<file path="src/rtl/pm_evt_pkg.sv">
package pm_evt_pkg;
  localparam int REG_W   = 16;
  localparam int STS_TMR = 0;
  localparam int STS_GLK = 5;
  localparam int STS_PWR = 8;
  localparam int STS_RTC = 10;
  localparam logic [REG_W-1:0] SCI_MASK =
    REG_W'((1 << STS_TMR) | (1 << STS_GLK) | (1 << STS_PWR) | (1 << STS_RTC));
  localparam int OFF_STS = 0;
  localparam int OFF_EN  = 2;

  typedef struct packed {
    logic rtc;
    logic pwr;
    logic glk;
    logic tmr;
  } pm_evt_t;
endpackage

</file>
<file path="src/rtl/pm_win_decode.sv">
module pm_win_decode #(
  parameter int AW       = 16,
  parameter int CFG_W    = 32,
  parameter int WIN_BITS = 6
) (
  input  logic [AW-1:0]    addr_i,
  input  logic [CFG_W-1:0] base_i,
  input  logic [7:0]       ctl_i,
  output logic             hit_o
);
  localparam logic [63:0] FULL_MASK = ((64'd1 << AW) - 64'd1) & ~((64'd1 << WIN_BITS) - 64'd1);
  localparam logic [CFG_W-1:0] WIN_MASK = FULL_MASK[CFG_W-1:0];

  logic [CFG_W-1:0] addr_ext;
  logic             dec_en;

  always_comb begin
    addr_ext = CFG_W'(addr_i);
    dec_en   = (ctl_i & 8'h01) != 8'h00;
    hit_o    = dec_en && ((addr_ext & WIN_MASK) == (base_i & WIN_MASK));
  end
endmodule

</file>
<file path="src/rtl/pm_tick_timer.sv">
module pm_tick_timer #(
  parameter int TMR_W = 24
) (
  input  logic clk,
  input  logic rst_n,
  output logic ovf_o
);
  logic [TMR_W-1:0] cnt_q, cnt_d;
  logic             cnt_ce;

  always_comb begin
    cnt_ce = 1'b1;
    cnt_d  = cnt_q + TMR_W'(1);
    ovf_o  = &cnt_q[TMR_W-2:0];
  end

  always_ff @(posedge clk or negedge rst_n) begin
    if (!rst_n)      cnt_q <= '0;
    else if (cnt_ce) cnt_q <= cnt_d;
  end


  top_bit_flip_chk: assert property (@(posedge clk) disable iff (!rst_n)
    ovf_o |=> (cnt_q[TMR_W-1] != $past(cnt_q[TMR_W-1])));
endmodule

</file>
<file path="src/rtl/pm_evt_regs.sv">
module pm_evt_regs
  import pm_evt_pkg::*;
(
  input  logic             clk,
  input  logic             rst_n,
  input  pm_evt_t          ev_i,
  input  logic             wr_sts_i,
  input  logic             wr_en_i,
  input  logic [REG_W-1:0] wdata_i,
  output logic [REG_W-1:0] sts_o,
  output logic [REG_W-1:0] en_o,
  output logic             sci_o,
  output logic             arm_o
);
  logic [REG_W-1:0] sts_q, sts_d, en_q, set_v, clr_v;
  logic             sts_ce;

  always_comb begin
    arm_o = en_q[STS_TMR] & ~sts_q[STS_TMR];
    set_v = '0;
    set_v[STS_RTC] = ev_i.rtc;
    set_v[STS_PWR] = ev_i.pwr;
    set_v[STS_GLK] = ev_i.glk;
    set_v[STS_TMR] = ev_i.tmr & arm_o;
    clr_v  = wr_sts_i ? (wdata_i & SCI_MASK) : '0;
    sts_d  = (sts_q & ~clr_v) | set_v;
    sts_ce = wr_sts_i | (|set_v);
    sci_o  = |(sts_q & en_q & SCI_MASK);
    sts_o  = sts_q;
    en_o   = en_q;
  end

  always_ff @(posedge clk or negedge rst_n) begin
    if (!rst_n)      sts_q <= '0;
    else if (sts_ce) sts_q <= sts_d;
  end

  always_ff @(posedge clk or negedge rst_n) begin
    if (!rst_n)       en_q <= '0;
    else if (wr_en_i) en_q <= wdata_i;
  end


  rtc_sets_chk: assert property (@(posedge clk) disable iff (!rst_n)
    ev_i.rtc |=> sts_q[STS_RTC]);

  pwr_sets_chk: assert property (@(posedge clk) disable iff (!rst_n)
    ev_i.pwr |=> sts_q[STS_PWR]);

  pwr_clear_chk: assert property (@(posedge clk) disable iff (!rst_n)
    (wr_sts_i && wdata_i[STS_PWR] && !ev_i.pwr) |=> !sts_q[STS_PWR]);

  sci_quiet_chk: assert property (@(posedge clk) disable iff (!rst_n)
    ((en_q & SCI_MASK) == '0) |-> !sci_o);

  arm_needs_en_chk: assert property (@(posedge clk) disable iff (!rst_n)
    arm_o |-> en_q[STS_TMR]);
endmodule

</file>
<file path="src/rtl/pm_evt_unit.sv">
module pm_evt_unit
  import pm_evt_pkg::*;
#(
  parameter int TMR_W    = 24,
  parameter int AW       = 16,
  parameter int WIN_BITS = 6
) (
  input  logic             clk,
  input  logic             rst_n,
  input  logic             ev_rtc_i,
  input  logic             ev_pwrbtn_i,
  input  logic             ev_glock_i,
  input  logic [31:0]      cfg_base_i,
  input  logic [7:0]       cfg_ctl_i,
  input  logic [AW-1:0]    bus_addr_i,
  input  logic             bus_wr_i,
  input  logic [REG_W-1:0] bus_wdata_i,
  output logic [REG_W-1:0] bus_rdata_o,
  output logic             bus_hit_o,
  output logic             sci_o,
  output logic             tmr_arm_o
);
  logic [WIN_BITS-1:0] off;
  logic                hit, wr_sts, wr_en, tmr_ovf;
  logic [REG_W-1:0]    sts, en;
  pm_evt_t             ev;

  pm_win_decode #(.AW(AW), .CFG_W(32), .WIN_BITS(WIN_BITS)) u_dec (
    .addr_i(bus_addr_i), .base_i(cfg_base_i), .ctl_i(cfg_ctl_i), .hit_o(hit));

  pm_tick_timer #(.TMR_W(TMR_W)) u_tmr (
    .clk(clk), .rst_n(rst_n), .ovf_o(tmr_ovf));

  always_comb begin
    off    = bus_addr_i[WIN_BITS-1:0];
    wr_sts = bus_wr_i && hit && (off == WIN_BITS'(OFF_STS));
    wr_en  = bus_wr_i && hit && (off == WIN_BITS'(OFF_EN));
    ev     = '{rtc: ev_rtc_i, pwr: ev_pwrbtn_i, glk: ev_glock_i, tmr: tmr_ovf};
  end

  pm_evt_regs u_regs (
    .clk(clk), .rst_n(rst_n), .ev_i(ev), .wr_sts_i(wr_sts), .wr_en_i(wr_en),
    .wdata_i(bus_wdata_i), .sts_o(sts), .en_o(en), .sci_o(sci_o), .arm_o(tmr_arm_o));

  always_comb begin
    bus_hit_o   = hit;
    bus_rdata_o = '0;
    if (hit && off == WIN_BITS'(OFF_STS)) bus_rdata_o = sts;
    else if (hit && off == WIN_BITS'(OFF_EN)) bus_rdata_o = en;
  end


  no_decode_chk: assert property (@(posedge clk) disable iff (!rst_n)
    !cfg_ctl_i[0] |-> (!bus_hit_o && bus_rdata_o == '0));

  glk_event_wins_chk: assert property (@(posedge clk) disable iff (!rst_n)
    (ev_glock_i && wr_sts) |=> sts[STS_GLK]);
endmodule

</file>
<file path="config.mk">
export PLATFORM = sky130hd
export DESIGN_NAME = pm_evt_unit
export DESIGN_NICKNAME = d
export VERILOG_FILES = /design/src/rtl/pm_evt_pkg.sv /design/src/rtl/pm_win_decode.sv /design/src/rtl/pm_tick_timer.sv /design/src/rtl/pm_evt_regs.sv /design/src/rtl/pm_evt_unit.sv
export SDC_FILE = /design/constraint.sdc
export NUM_CORES = 1
export LEC_CHECK = 0
export ABC_CLOCK_PERIOD_IN_PS = 2000
export BUFFER_PORTS_ARGS = -buffer_cell sky130_fd_sc_hd__buf_2
export CORE_ASPECT_RATIO = 1.1
export CORE_MARGIN = 2
export CORE_UTILIZATION = 44
export DETAILED_ROUTE_END_ITERATION = 10
export PLACE_DENSITY = 0.77
export SLEW_MARGIN = 20
export SYNTH_ARGS = -nofsm -noshare
export SYNTH_HDL_FRONTEND = slang
export SYNTH_HIERARCHICAL = 1
export SYNTH_SLANG_ARGS = --single-unit
</file>
<file path="constraint.sdc">
create_clock -name clk -period 2 [get_ports clk]
set_input_delay 0.4 -clock clk [delete_from_list [all_inputs] [get_ports clk]]
set_output_delay 0.4 -clock clk [all_outputs]
set_load 0.02 [all_outputs]
</file>
; ---- Word-level counts from Yosys, hierarchy flattened
; Index checks and enable logic that the tools add are counted.
[op_classes]
mul = 0
n_reduce_logical = 10
bitwise = 8
n_eq_ne = 2
shift = 0
muxes = 3
addsub = 1
div_mod_pow = 0
order_cmp = 0
[op_table]
columns = op, n
row1 = $mux 16, 2
row2 = $add 24x1->24 const B, 1
row3 = $reduce_and 23->1, 1
row4 = $and 16x16->16, 1
row5 = $not 16->16, 1
row6 = $or 16x11->16, 1
row7 = $and 11x11->11, 1
row8 = $mux 11, 1
row9 = $eq 10x10->1, 1
row10 = $reduce_or 4->1, 2
row11 = $eq 6x2->1 const B, 1
row12 = $logic_and 1x1->1, 6
row13 = $logic_not 6->1, 1
row14 = $and 1x1->1, 2
row15 = $not 1->1, 1
row16 = $or 1x1->1, 1
[totals]
rom_bits = 0
out_inout_bits = 19
ramBits = 0
latchBits = 0
inputBits = 78
ff_bits = 56
memories = 0

; ---- Longest topological paths before layout
; Gate-level depths: netlist of run 1.
[logic_depth]
depth_word = 8
mapped_depth = 9
depth_no_buf = 7

; ---- Modules after synthesis
; Netlist of run 1, hierarchy kept.
[by_module_without_submodules]
columns = module, n_inst, area_per_inst_um2, seq_area_each_um2, cells_each
row1 = pm_tick_timer, 1, 1024.7, 575.6, 84
row2 = pm_evt_regs, 1, 913.4, 500.5, 63
row3 = pm_evt_unit, 1, 375.4, 0.0, 44
row4 = pm_win_decode, 1, 115.1, 0.0, 14

; ---- Worst setup path after synthesis of run 1
; No wires, ideal clock.
[synth_timing]
path_type = input to register
from = in cfg_base_i[10]
to = reg u_regs.en_q[0] (netlist: u_regs/en_o[0])
path_stages = 9
slack_ns = -0.552
arrival_time_ns = 2.427
cell_sequence = xnor2_1 > nand4_1 > nor3_2 > or4b_1 > buf_6 > nor3_1 > buf_6 > buf_12 > mux2_4
[synth_between]
elab_chain_cells = 4
[synth_rtl]
columns = item, line_no
row1 = start: declaration, pm_evt_unit.sv:13  ; input logic [31:0] cfg_base_i,
row2 = $eq 10x10->1, pm_win_decode.sv:20  ; hit_o = dec_en && ((addr_ext & WIN_MASK) == (base_i & WIN_MASK));
row3 = $logic_and 1x1->1, pm_win_decode.sv:20
row4 = named net bus_hit_o, pm_evt_unit.sv:19  ; output logic bus_hit_o,
row5 = $logic_and 1x1->1 (2 in a row), pm_evt_unit.sv:37  ; wr_en = bus_wr_i && hit && (off == WIN_BITS'(OFF_EN));
row6 = named net wr_en, pm_evt_unit.sv:24  ; logic hit, wr_sts, wr_en, tmr_ovf;
row7 = end signal: assignment, pm_evt_regs.sv:40  ; else if (wr_en_i) en_q <= wdata_i;
row8 = end: declaration, pm_evt_regs.sv:15  ; logic [REG_W-1:0] sts_q, sts_d, en_q, set_v, clr_v;
; The timed path passes the listed nets, and every way through them passes these cells.
; A chain may end at the register's enable or synchronous reset.

; ---- Worst setup path in the final report of run 1
[layout_timing]
from = in bus_addr_i[7]
to = out bus_rdata_o[5]
[layout_between]
elab_chain_cells = 5
[layout_rtl]
columns = item, line_no
row1 = start: declaration, pm_evt_unit.sv:15  ; input logic [AW-1:0] bus_addr_i,
row2 = $eq 10x10->1 *, pm_win_decode.sv:20
row3 = $logic_and 1x1->1 *, pm_win_decode.sv:20
row4 = $logic_and 1x1->1, pm_evt_unit.sv:49  ; else if (hit && off == WIN_BITS'(OFF_EN)) bus_rdata_o = en;
row5 = $mux 16, pm_evt_unit.sv:49
row6 = $mux 16 *, pm_evt_unit.sv:48  ; if (hit && off == WIN_BITS'(OFF_STS)) bus_rdata_o = sts;
row7 = end: declaration, pm_evt_unit.sv:18  ; output logic [REG_W-1:0] bus_rdata_o,
; Mark *: on every way between the ends. The rest lies on a longest branch, timed or not.

==> out/qor.txt, run 1 <==
# diodes = 0
power share of the clock group = 0.396
Clk Latency, worst-skew pair = 0.29 ns
FF-to-FF path depth = 6
Std-Cell Core Area = 0.00536 sq mm
setup TNS = -13.75 ns
Inserted Clock Buffers = 5
final setup violation count = 36
root buffer cell = clkbuf_8
post-synth top area cell = dfrtp_1
Synth cell types = 33
GPL Wtd Cong = 0.756
Worst Slack Setup Final = -0.467 ns
routed vias = 1,751
CTS clk-pin slew, worst paths = 0.08 ns
Final ANT Viol Nets = 0
placed instance count = 349
vias in the first global route = 1,822
# DRC = 0
wire per inst = 14.5 microns
r2r setup slk = 0.29 ns
final hold vios = 0
area grow syn2layout = 39.8%
hold buffers post-CTS = 0
Detailed Route Iter0 Violations = 79
Switching Power = 379 uW
Detailed Routing Iterations Pass 1 = 4
synthesis-stage register bit count = 43
worst setup path class = in2out
Syn Area/Cell = 11.8 sq um
io pins = 97
Area contributors post-synth = dfrtp_1 (44%), xnor2_1 (8.7%), mux2i_1 (6.6%)
GRT Overall Usage = 0.169
Warnings, synthesis = 6
via/cell ratio = 4.85
dpl hpwl = 3660 microns
initial antenna violation count = 0
grt ovf = 0
sequential area share after synthesis = 0.443
die area = 0.00613 sq mm
synthesized area = 0.00243 sq mm
total of max-cap violations = 0
largest net degree at the start of global routing = 44
Buffers on Ports = 67
worst-margin pin slew = 0.530 ns
Nets = 364
Synth top area share = 0.443
fmax = 0.405 GHz
first-pass GRT wire length = 8040 microns
Initial Util = 0.453
Slew HR = 0.647
Fin Hold WS = 0.163 ns
TritonCTS clock tree = done
status = finished, violations left
worst clock skew = 0.0100 ns
pre-CTS WS = -0.513 ns
Die X = 74.8 microns
Setup crit start kind = input port
Post-Route WL = 5230 microns
internal power = 1.37 mW
period utilization = 1.23
Worst Path Max Fanout = 5
RSZ-0062 raised after global routing = true
Flop pwr share = 0.498
P_leak = 1.71 nW
HP Class = in2async
failing checks = negative setup slack
maximum VDD drop = 0.397 mV
layout cells sized above 1 = 0.486
CTS sink count = 43
Switching Fraction = 0.217
cell row count = 28
CP required = 1.60 ns
max-slew violations = 0
post-route insts no fill = 361
combinational power share = 0.106
RR Startpoint = u_tmr/cnt_q[0]$_DFF_PN0_
r2r endpoint = u_regs/sts_o[0]$_DFFE_PN0P_
Cells after Synth = 205
Critical Path Sink Type = primary output
pwr dens = 514 mW/mm^2
Die Height = 81.9 microns
CTS Buffer Depth = 2
crit path time final = 2.47 ns
critical path arrival = 2.07 ns
H-tree levels = 2
==> timing repair <==
action	in CTS	in global routing
pin swaps	4	8
setup endpoints to repair	35	36
buffers inserted	3	1
gates resized for setup	44	22
cloned	1	0
==> metal layers <==
layer  up-vias  part of all wire  global-route usage
met5         -                 0                   0
met1       858              0.40               0.195
li1        854                 -                   -
met3         9             0.044              0.0442
met2        30              0.55               0.310
met4         0            0.0094              0.0375
==> cell families after synthesis <==
logic type / count (synthesis) / synth area share
simple gates: 68 / 0.189
mux: 32 / 0.156
compound gates: 7 / 0.0201
buf+inv: 22 / 0.0737
xor+xnor: 31 / 0.112
other cells: 1 / 0.00154
fa+ha+maj: 1 / 0.00515
flops: 43 / 0.443
==> worst max-delay path, stage by stage <==
cell	delay [ns]
buf_2	0.10
xnor2_1	0.14
nand3_1	0.13
nor3_4	0.20
or4b_4	0.50
buf_8	0.16
buf_12	0.12
nor3_4	0.17
buf_6	0.14
==> synth_stat cells (all sizes together) <==
library cell	number
dfrtp	43
xnor2	24
buf	19
nor3	19
mux2	16
mux2i	16
nand2	11
nand3	11
and3	8
nand4	8
xor2	7
nor2	5
a21o	3
nor4	3
a22oi	2
inv	2
a21oi	1
a31oi	1
clkbuf	1
conb	1
ha	1
nor2b	1
or2	1
or4b	1
==> cell usage in the layout, fill, tap and decap left out, types with 8 or more instances in the layout <==
cell type | synthesis | layout
buf_2 | 3 | 39
buf_6 | 2 | 30
dfrtp_1 | 43 | 43
nor3_4 | 0 | 14
mux2_4 | 10 | 16
xnor2_2 | 0 | 8
nand3_1 | 11 | 11
conb_1 | 1 | 12
nand2_1 | 11 | 11
xnor2_1 | 24 | 16
buf_4 | 12 | 9
mux2i_1 | 16 | 16
==> sequential cells by signal, indices dropped and copies added, names as in the netlist <==
register      count
u_tmr/cnt_q      23
u_regs/en_o      16
u_regs/sts_o      4
==> power groups by stage <==
stage	Clock [mW]	Sequential (mW)	Combinational, mW
floorplan	0	0.886	0.0889
global placement	0	0.886	0.153
detailed placement	0	0.886	0.156
CTS	0.720	0.869	0.167
global route	0.738	0.869	0.201
finish	0.691	0.869	0.185
==> area by class of cell <==
| type | instances | area, sq um |
|---|---|---|
| clock buffer | 6 | 82.6 |
| clock inverter | 2 | 35.0 |
| sequential | 43 | 1080 |
| multi-input combinational | 151 | 1420 |
| fill | 401 | 1970 |
| tap | 75 | 93.8 |
| timing repair buffer | 82 | 676 |
| inverter | 2 | 7.51 |
==> through the flow <==
stage / cell area [sq um] / utilization / power (mW)
after floorplan: 2590 / - / 0.975
final: 3390 / 0.633 / 1.75
after global placement: 2970 / 0.555 / 1.04
after detailed placement: 2970 / 0.555 / 1.04
after CTS: 3280 / 0.613 / 1.76
after global routing: 3390 / 0.633 / 1.81
==> worst max path at each step <==
stage	to	start	slack, ns	cells past startpoint
global placement	bus_rdata_o[6]	cfg_base_i[7]	-0.47	9
detailed placement	bus_rdata_o[3]	cfg_base_i[8]	-0.51	9
CTS	bus_rdata_o[5]	cfg_base_i[8]	-0.45	9
floorplan	u_regs/en_o[0]$_DFFE_PN0P_	cfg_base_i[8]	-0.41	9
finish	bus_rdata_o[5]	bus_addr_i[7]	-0.47	9
global route	bus_rdata_o[11]	bus_addr_i[12]	-0.55	9
Power figures use the tool's default switching activity.
==> run 2: changes to the inputs <==
- BUFFER_PORTS_ARGS: -buffer_cell sky130_fd_sc_hd__buf_2 -> -buffer_cell sky130_fd_sc_hd__clkbuf_2
- CORE_ASPECT_RATIO: 1.1 -> 0.7
==> run 2 against run 1 <==
Critical path type unchanged; non-clock buffer count down 3; clock skew is 0.0027 ns lower; the run still ends with negative setup slack left; combinational power shrank 6%; via count decreased by 0.91%.
==> out/qor.txt, run 2 (same netlist as run 1, synthesis figures left out) <==
crit path time final = 2.45 ns
vias in the first global route = 1,753
hold buffers post-CTS = 0
CP required = 1.60 ns
cell at the slowest stage of the critical path = or4b_4
design area = 0.00334 sq mm
Largest Register = u_tmr/cnt_q
final setup violation count = 36
Slew HR = 0.644
combinational power share = 0.111
layout cells sized above 1 = 0.466
grt ovf = 0
Setup crit start kind = input port
# DRC = 0
die area = 0.00614 sq mm
Detailed Route Iter0 Violations = 86
Design Power = 1.56 mW
power share of the clock group = 0.333
most frequent cells in the layout = clkbuf_2 (49), dfrtp_1 (43), xnor2_1 (19), nor3_4 (17)
P_leak = 1.70 nW
leading cell type in the layout, fill and taps excluded = clkbuf_2
CTS sink count = 43
post-route insts no fill = 355
most frequent CP cell = nor3_4
root buffer cell = clkbuf_8
Std-Cell Core Area = 0.00529 sq mm
Critical Path Sink Type = primary output
Post-Route WL = 4960 microns
HP Class = in2async
cell row count = 22
max incr delay on CP = 0.55 ns
initial antenna violation count = 0
pre-CTS WS = -0.539 ns
Detailed Routing Iterations Pass 1 = 4
first-pass GRT wire length = 7960 microns
dpl hpwl = 3440 microns
failing checks = negative setup slack
placed instance count = 343
GRT Overall Usage = 0.171
worst path cell trace = clkbuf_2, xnor2_2, nand3_2, nor3_4, or4b_4, clkbuf_16, nor3_4, clkbuf_8
multi-input combinational cell area = 0.00143 sq mm
routed vias = 1,735
Final ANT Viol Nets = 0
kind of cell adding the most delay to the critical path = simple AND/OR/NAND/NOR gates
Nets = 361
Largest register FFs = 23
worst clock skew = 0.00729 ns
io pins = 97
Die X = 92.8 microns
Inserted Clock Buffers = 5
Flop pwr share = 0.556
Initial Util = 0.460
Worst Slack Setup Final = -0.448 ns
internal power = 1.20 mW
# diodes = 0
period utilization = 1.22
max-slew violations = 0
Reg area = 0.00108 sq mm
Buffers on Ports = 67
Clk Latency, worst-skew pair = 0.30 ns
Buf/Inv on CP = 3
H-tree levels = 2
status = finished, violations left
critical path arrival = 2.05 ns
area grow syn2layout = 37.5%
Switching Power = 367 uW
Die Height = 66.2 microns
Placed Area = 0.00296 sq mm
GPL Wtd Cong = 0.757
Worst Path Max Fanout = 9
maximum VDD drop = 0.256 mV
total of max-cap violations = 0
TritonCTS clock tree = done
CTS Buffer Depth = 2
largest net degree at the start of global routing = 25
Switching Fraction = 0.235
worst-margin pin slew = 0.534 ns
final hold vios = 0
fmax = 0.409 GHz
RSZ-0062 raised after global routing = true
via/cell ratio = 4.89
CTS clk-pin slew, worst paths = 0.07 ns
pwr dens = 468 mW/mm^2
worst setup path class = in2out
fillers = 402
wire per inst = 14.0 microns
## run 2: cell count changes in the layout (fill, tap and decap cells not counted), moves of 3 or more
cell / change
clkbuf_2: +49
xnor2_2: -3
buf_6: -19
clkbuf_8: +9
nor3_4: +3
buf_2: -39
xnor2_1: +3
nor3_2: -3
buf_4: -6
## run 2: timing repair
action                                  CTS  global route
resized for setup                        33            27
endpoints found under the setup margin   35            36
buffers inserted                          1             0
gates cloned                              1             2
hold endpoints to repair                  0             0
pin swaps                                 1             5
## run 2: power by group through the flow
stage | registers [mW] | logic [mW] | clock network [mW]
CTS | 0.869 | 0.161 | 0.545
finish | 0.869 | 0.174 | 0.520
global route | 0.869 | 0.191 | 0.568
global placement | 0.886 | 0.158 | 0
detailed placement | 0.886 | 0.159 | 0
floorplan | 0.886 | 0.0889 | 0
## run 2: path summary, 6_finish.rpt
path / from / to / slack, ns / depth (start not counted)
worst max-delay path: cfg_base_i[6] / bus_rdata_o[4] / -0.45 / 8
worst min-delay path: rst_n / u_tmr/cnt_q[7]$_DFF_PN0_ / 0.07 / 1
worst max register to register: u_tmr/cnt_q[0]$_DFF_PN0_ / u_regs/sts_o[0]$_DFFE_PN0P_ / 0.27 / 6
worst min register to register: u_tmr/cnt_q[0]$_DFF_PN0_ / u_tmr/cnt_q[0]$_DFF_PN0_ / 0.47 / 1
max in group asynchronous: rst_n / u_regs/en_o[0]$_DFFE_PN0P_ / 1.43 / 2
min in group clk: ev_pwrbtn_i / u_regs/sts_o[8]$_DFFE_PN0P_ / 0.27 / 2
## run 2: worst reg2reg max path, stage by stage (launching register included)
cell,delay (ns)
dfrtp_1,0.39
ha_1,0.25
nand3_1,0.16
nor4_2,0.44
and3_1,0.22
a21oi_1,0.06
a31oi_1,0.14
## run 2: routing by layer
metal / wire [microns] / up-vias / GRT usage
li1: - / 853 / -
met1: 2360 / 830 / 0.227
met2: 2300 / 44 / 0.267
met3: 212 / 8 / 0.0342
met4: 91 / 0 / 0.0919
met5: 0 / - / 0
## run 2: metrics by stage
stage / utilization / TNS, ns / hold slack [ns]
floorplan: - / -12.90 / 0.104
global placement: 0.560 / -16.38 / 0.402
detailed placement: 0.560 / -16.46 / 0.400
CTS: 0.603 / -11.18 / 0.0700
global route: 0.632 / -15.29 / 0.0984
finish: 0.632 / -13.40 / 0.0711
## run 2: final cells by class
class                   instances  share of cell area
clock buffers                   7              0.0229
clock inverters                 1             0.00150
inverters                       2             0.00225
multi-input cells             151               0.427
flip-flops and latches         43               0.322
well taps                      72              0.0270
repair buffers                 79               0.197
==> run 3: changes to the inputs <==
==> constraint.sdc (replaced) <==
create_clock -name clk -period 2 [get_ports clk]
set_input_delay 0.3 -clock clk [delete_from_list [all_inputs] [get_ports clk]]
set_output_delay 0.3 -clock clk [all_outputs]
set_load 0.02 [all_outputs]
==> run 3 against run 2 <==
The run still ends with negative setup slack left; global-route usage rose by 1.3 points; maximum frequency is 7.0% higher; via count is 1.7% higher; clock skew rose by 0.0019 ns; critical path type unchanged; design area decreased by 1.1%.
==> out/qor.txt, run 3 (same netlist as run 1, synthesis figures left out) <==
status = finished, violations left
RR Startpoint = u_tmr/cnt_q[0]$_DFF_PN0_
worst-margin pin slew = 0.554 ns
root buffer cell = clkbuf_8
initial antenna violation count = 0
RSZ-0062 raised after global routing = true
r2r setup slk = 0.32 ns
period utilization = 1.14
Setup crit start = cfg_base_i[12]
Detailed Route Iter0 Violations = 63
cell row count = 22
TritonCTS clock tree = done
GRT Overall Usage = 0.184
die area = 0.00614 sq mm
CTS Buffer Depth = 2
Initial Util = 0.460
layout cells sized above 1 = 0.475
routed wl met3 = 291 microns
placed instance count = 345
# DRC = 0
FF-to-FF path depth = 6
crit path time final = 2.29 ns
HP Class = in2async
final setup violation count = 35
dpl hpwl = 3650 microns
largest net degree at the start of global routing = 44
Largest register FFs = 23
Post-Route WL = 5240 microns
Detailed Routing Iterations Pass 1 = 4
via/cell ratio = 4.96
failing checks = negative setup slack
Worst Slack Setup Final = -0.287 ns
worst clock skew = 0.00914 ns
Top Metal Used = met4
worst setup path class = in2out
first-pass GRT wire length = 8500 microns
Final ANT Viol Nets = 0
wire per inst = 14.7 microns
Buffers on Ports = 67
# diodes = 0
Worst Path Max Fanout = 5
r2r endpoint = u_regs/sts_o[0]$_DFFE_PN0P_
Inserted Clock Buffers = 5
critical path arrival = 1.99 ns
routed vias = 1,764
fillers = 439
CTS sink count = 43
maximum VDD drop = 0.282 mV
Critical Path Sink Type = primary output
pre-CTS WS = -0.399 ns
Design Power = 1.60 mW
fmax = 0.437 GHz
vias in the first global route = 1,772
final hold vios = 0
wl on met1 = 2320 microns
total of max-cap violations = 0
Setup crit start kind = input port
Final Util = 0.625
Met2 Routed Length = 2540 microns
Largest Register = u_tmr/cnt_q
grt ovf = 0
GPL Wtd Cong = 0.717
CTS clk-pin slew, worst paths = 0.09 ns
P_leak = 1.68 nW
Slew HR = 0.631
leading cell type in the layout, fill and taps excluded = clkbuf_2
Nets = 362
pwr dens = 485 mW/mm^2
Die Height = 66.2 microns
CP endpoint = bus_rdata_o[11]
Die X = 92.8 microns
most frequent cells in the layout = clkbuf_2 (48), dfrtp_1 (43), xnor2_1 (18), mux2i_1 (16)
hold buffers post-CTS = 0
io pins = 97
Fin Hold WS = 0.0424 ns
H-tree levels = 2
area grow syn2layout = 36.0%
max-slew violations = 0
Clk Latency, worst-skew pair = 0.31 ns
Std-Cell Core Area = 0.00529 sq mm
CP required = 1.70 ns
post-route insts no fill = 356
[run 3: cell count changes in the layout (fill, tap and decap cells not counted), sizes merged]
cell and delta:
buf +4, clkbuf -4, clkinvlp +1
[run 3: layer usage]
layer | GRT usage | vias up
met5 | 0 | -
met4 | 0.0827 | 0
met3 | 0.0433 | 8
met2 | 0.279 | 47
met1 | 0.252 | 859
li1 | - | 850
[run 3: critical path: stages]
cell	delay, ns
clkbuf_2	0.09
xnor2_1	0.16
nand4_1	0.16
nor3_4	0.20
or4b_4	0.57
buf_6	0.18
nor3_4	0.19
buf_6	0.14
[run 3: worst min-delay path by stage]
stage               start                         end  cells past startpoint
floorplan           rst_n  u_regs/en_o[0]$_DFFE_PN0P_                      0
global placement    rst_n  u_regs/en_o[1]$_DFFE_PN0P_                      2
detailed placement  rst_n  u_regs/en_o[6]$_DFFE_PN0P_                      2
CTS                 rst_n  u_regs/en_o[6]$_DFFE_PN0P_                      2
global route        rst_n  u_regs/en_o[6]$_DFFE_PN0P_                      2
finish              rst_n  u_regs/en_o[6]$_DFFE_PN0P_                      2
[run 3: repair_timing]
item	CTS	global route
gates cloned	1	0
setup buffers	2	0
gates resized for setup	39	23
pin swaps	10	5
setup endpoints to repair	19	36
[run 3: area by class of cell]
| type | instances | area, sq um | area share |
|---|---|---|---|
| clock buffers | 6 | 72.6 | 0.0220 |
| clock inverters | 2 | 12.5 | 0.00379 |
| inverters | 2 | 7.51 | 0.00227 |
| multi-input cells | 151 | 1400 | 0.423 |
| flip-flops and latches | 43 | 1080 | 0.326 |
| well taps | 72 | 90.1 | 0.0273 |
| repair buffers | 80 | 647 | 0.196 |
[run 3: report_power, final]
part | switching [mW] | internal [mW] | total (mW) | leakage (nW)
combinational | 0.0902 | 0.0824 | 0.173 | 1.07
clock | 0.317 | 0.245 | 0.562 | 0.0412
sequential | 0.0000681 | 0.869 | 0.869 | 0.566
[run 3: per-stage QoR]
| step | setup TNS (ns) | cell area, sq um |
|---|---|---|
| 2_1_floorplan | -8.33 | 2560 |
| 3_3_place_gp | -10.55 | 2930 |
| 3_5_place_dp | -11.14 | 2930 |
| 4_1_cts | -5.59 | 3220 |
| 5_1_grt | -9.04 | 3300 |
| 6_report | -6.66 | 3300 |
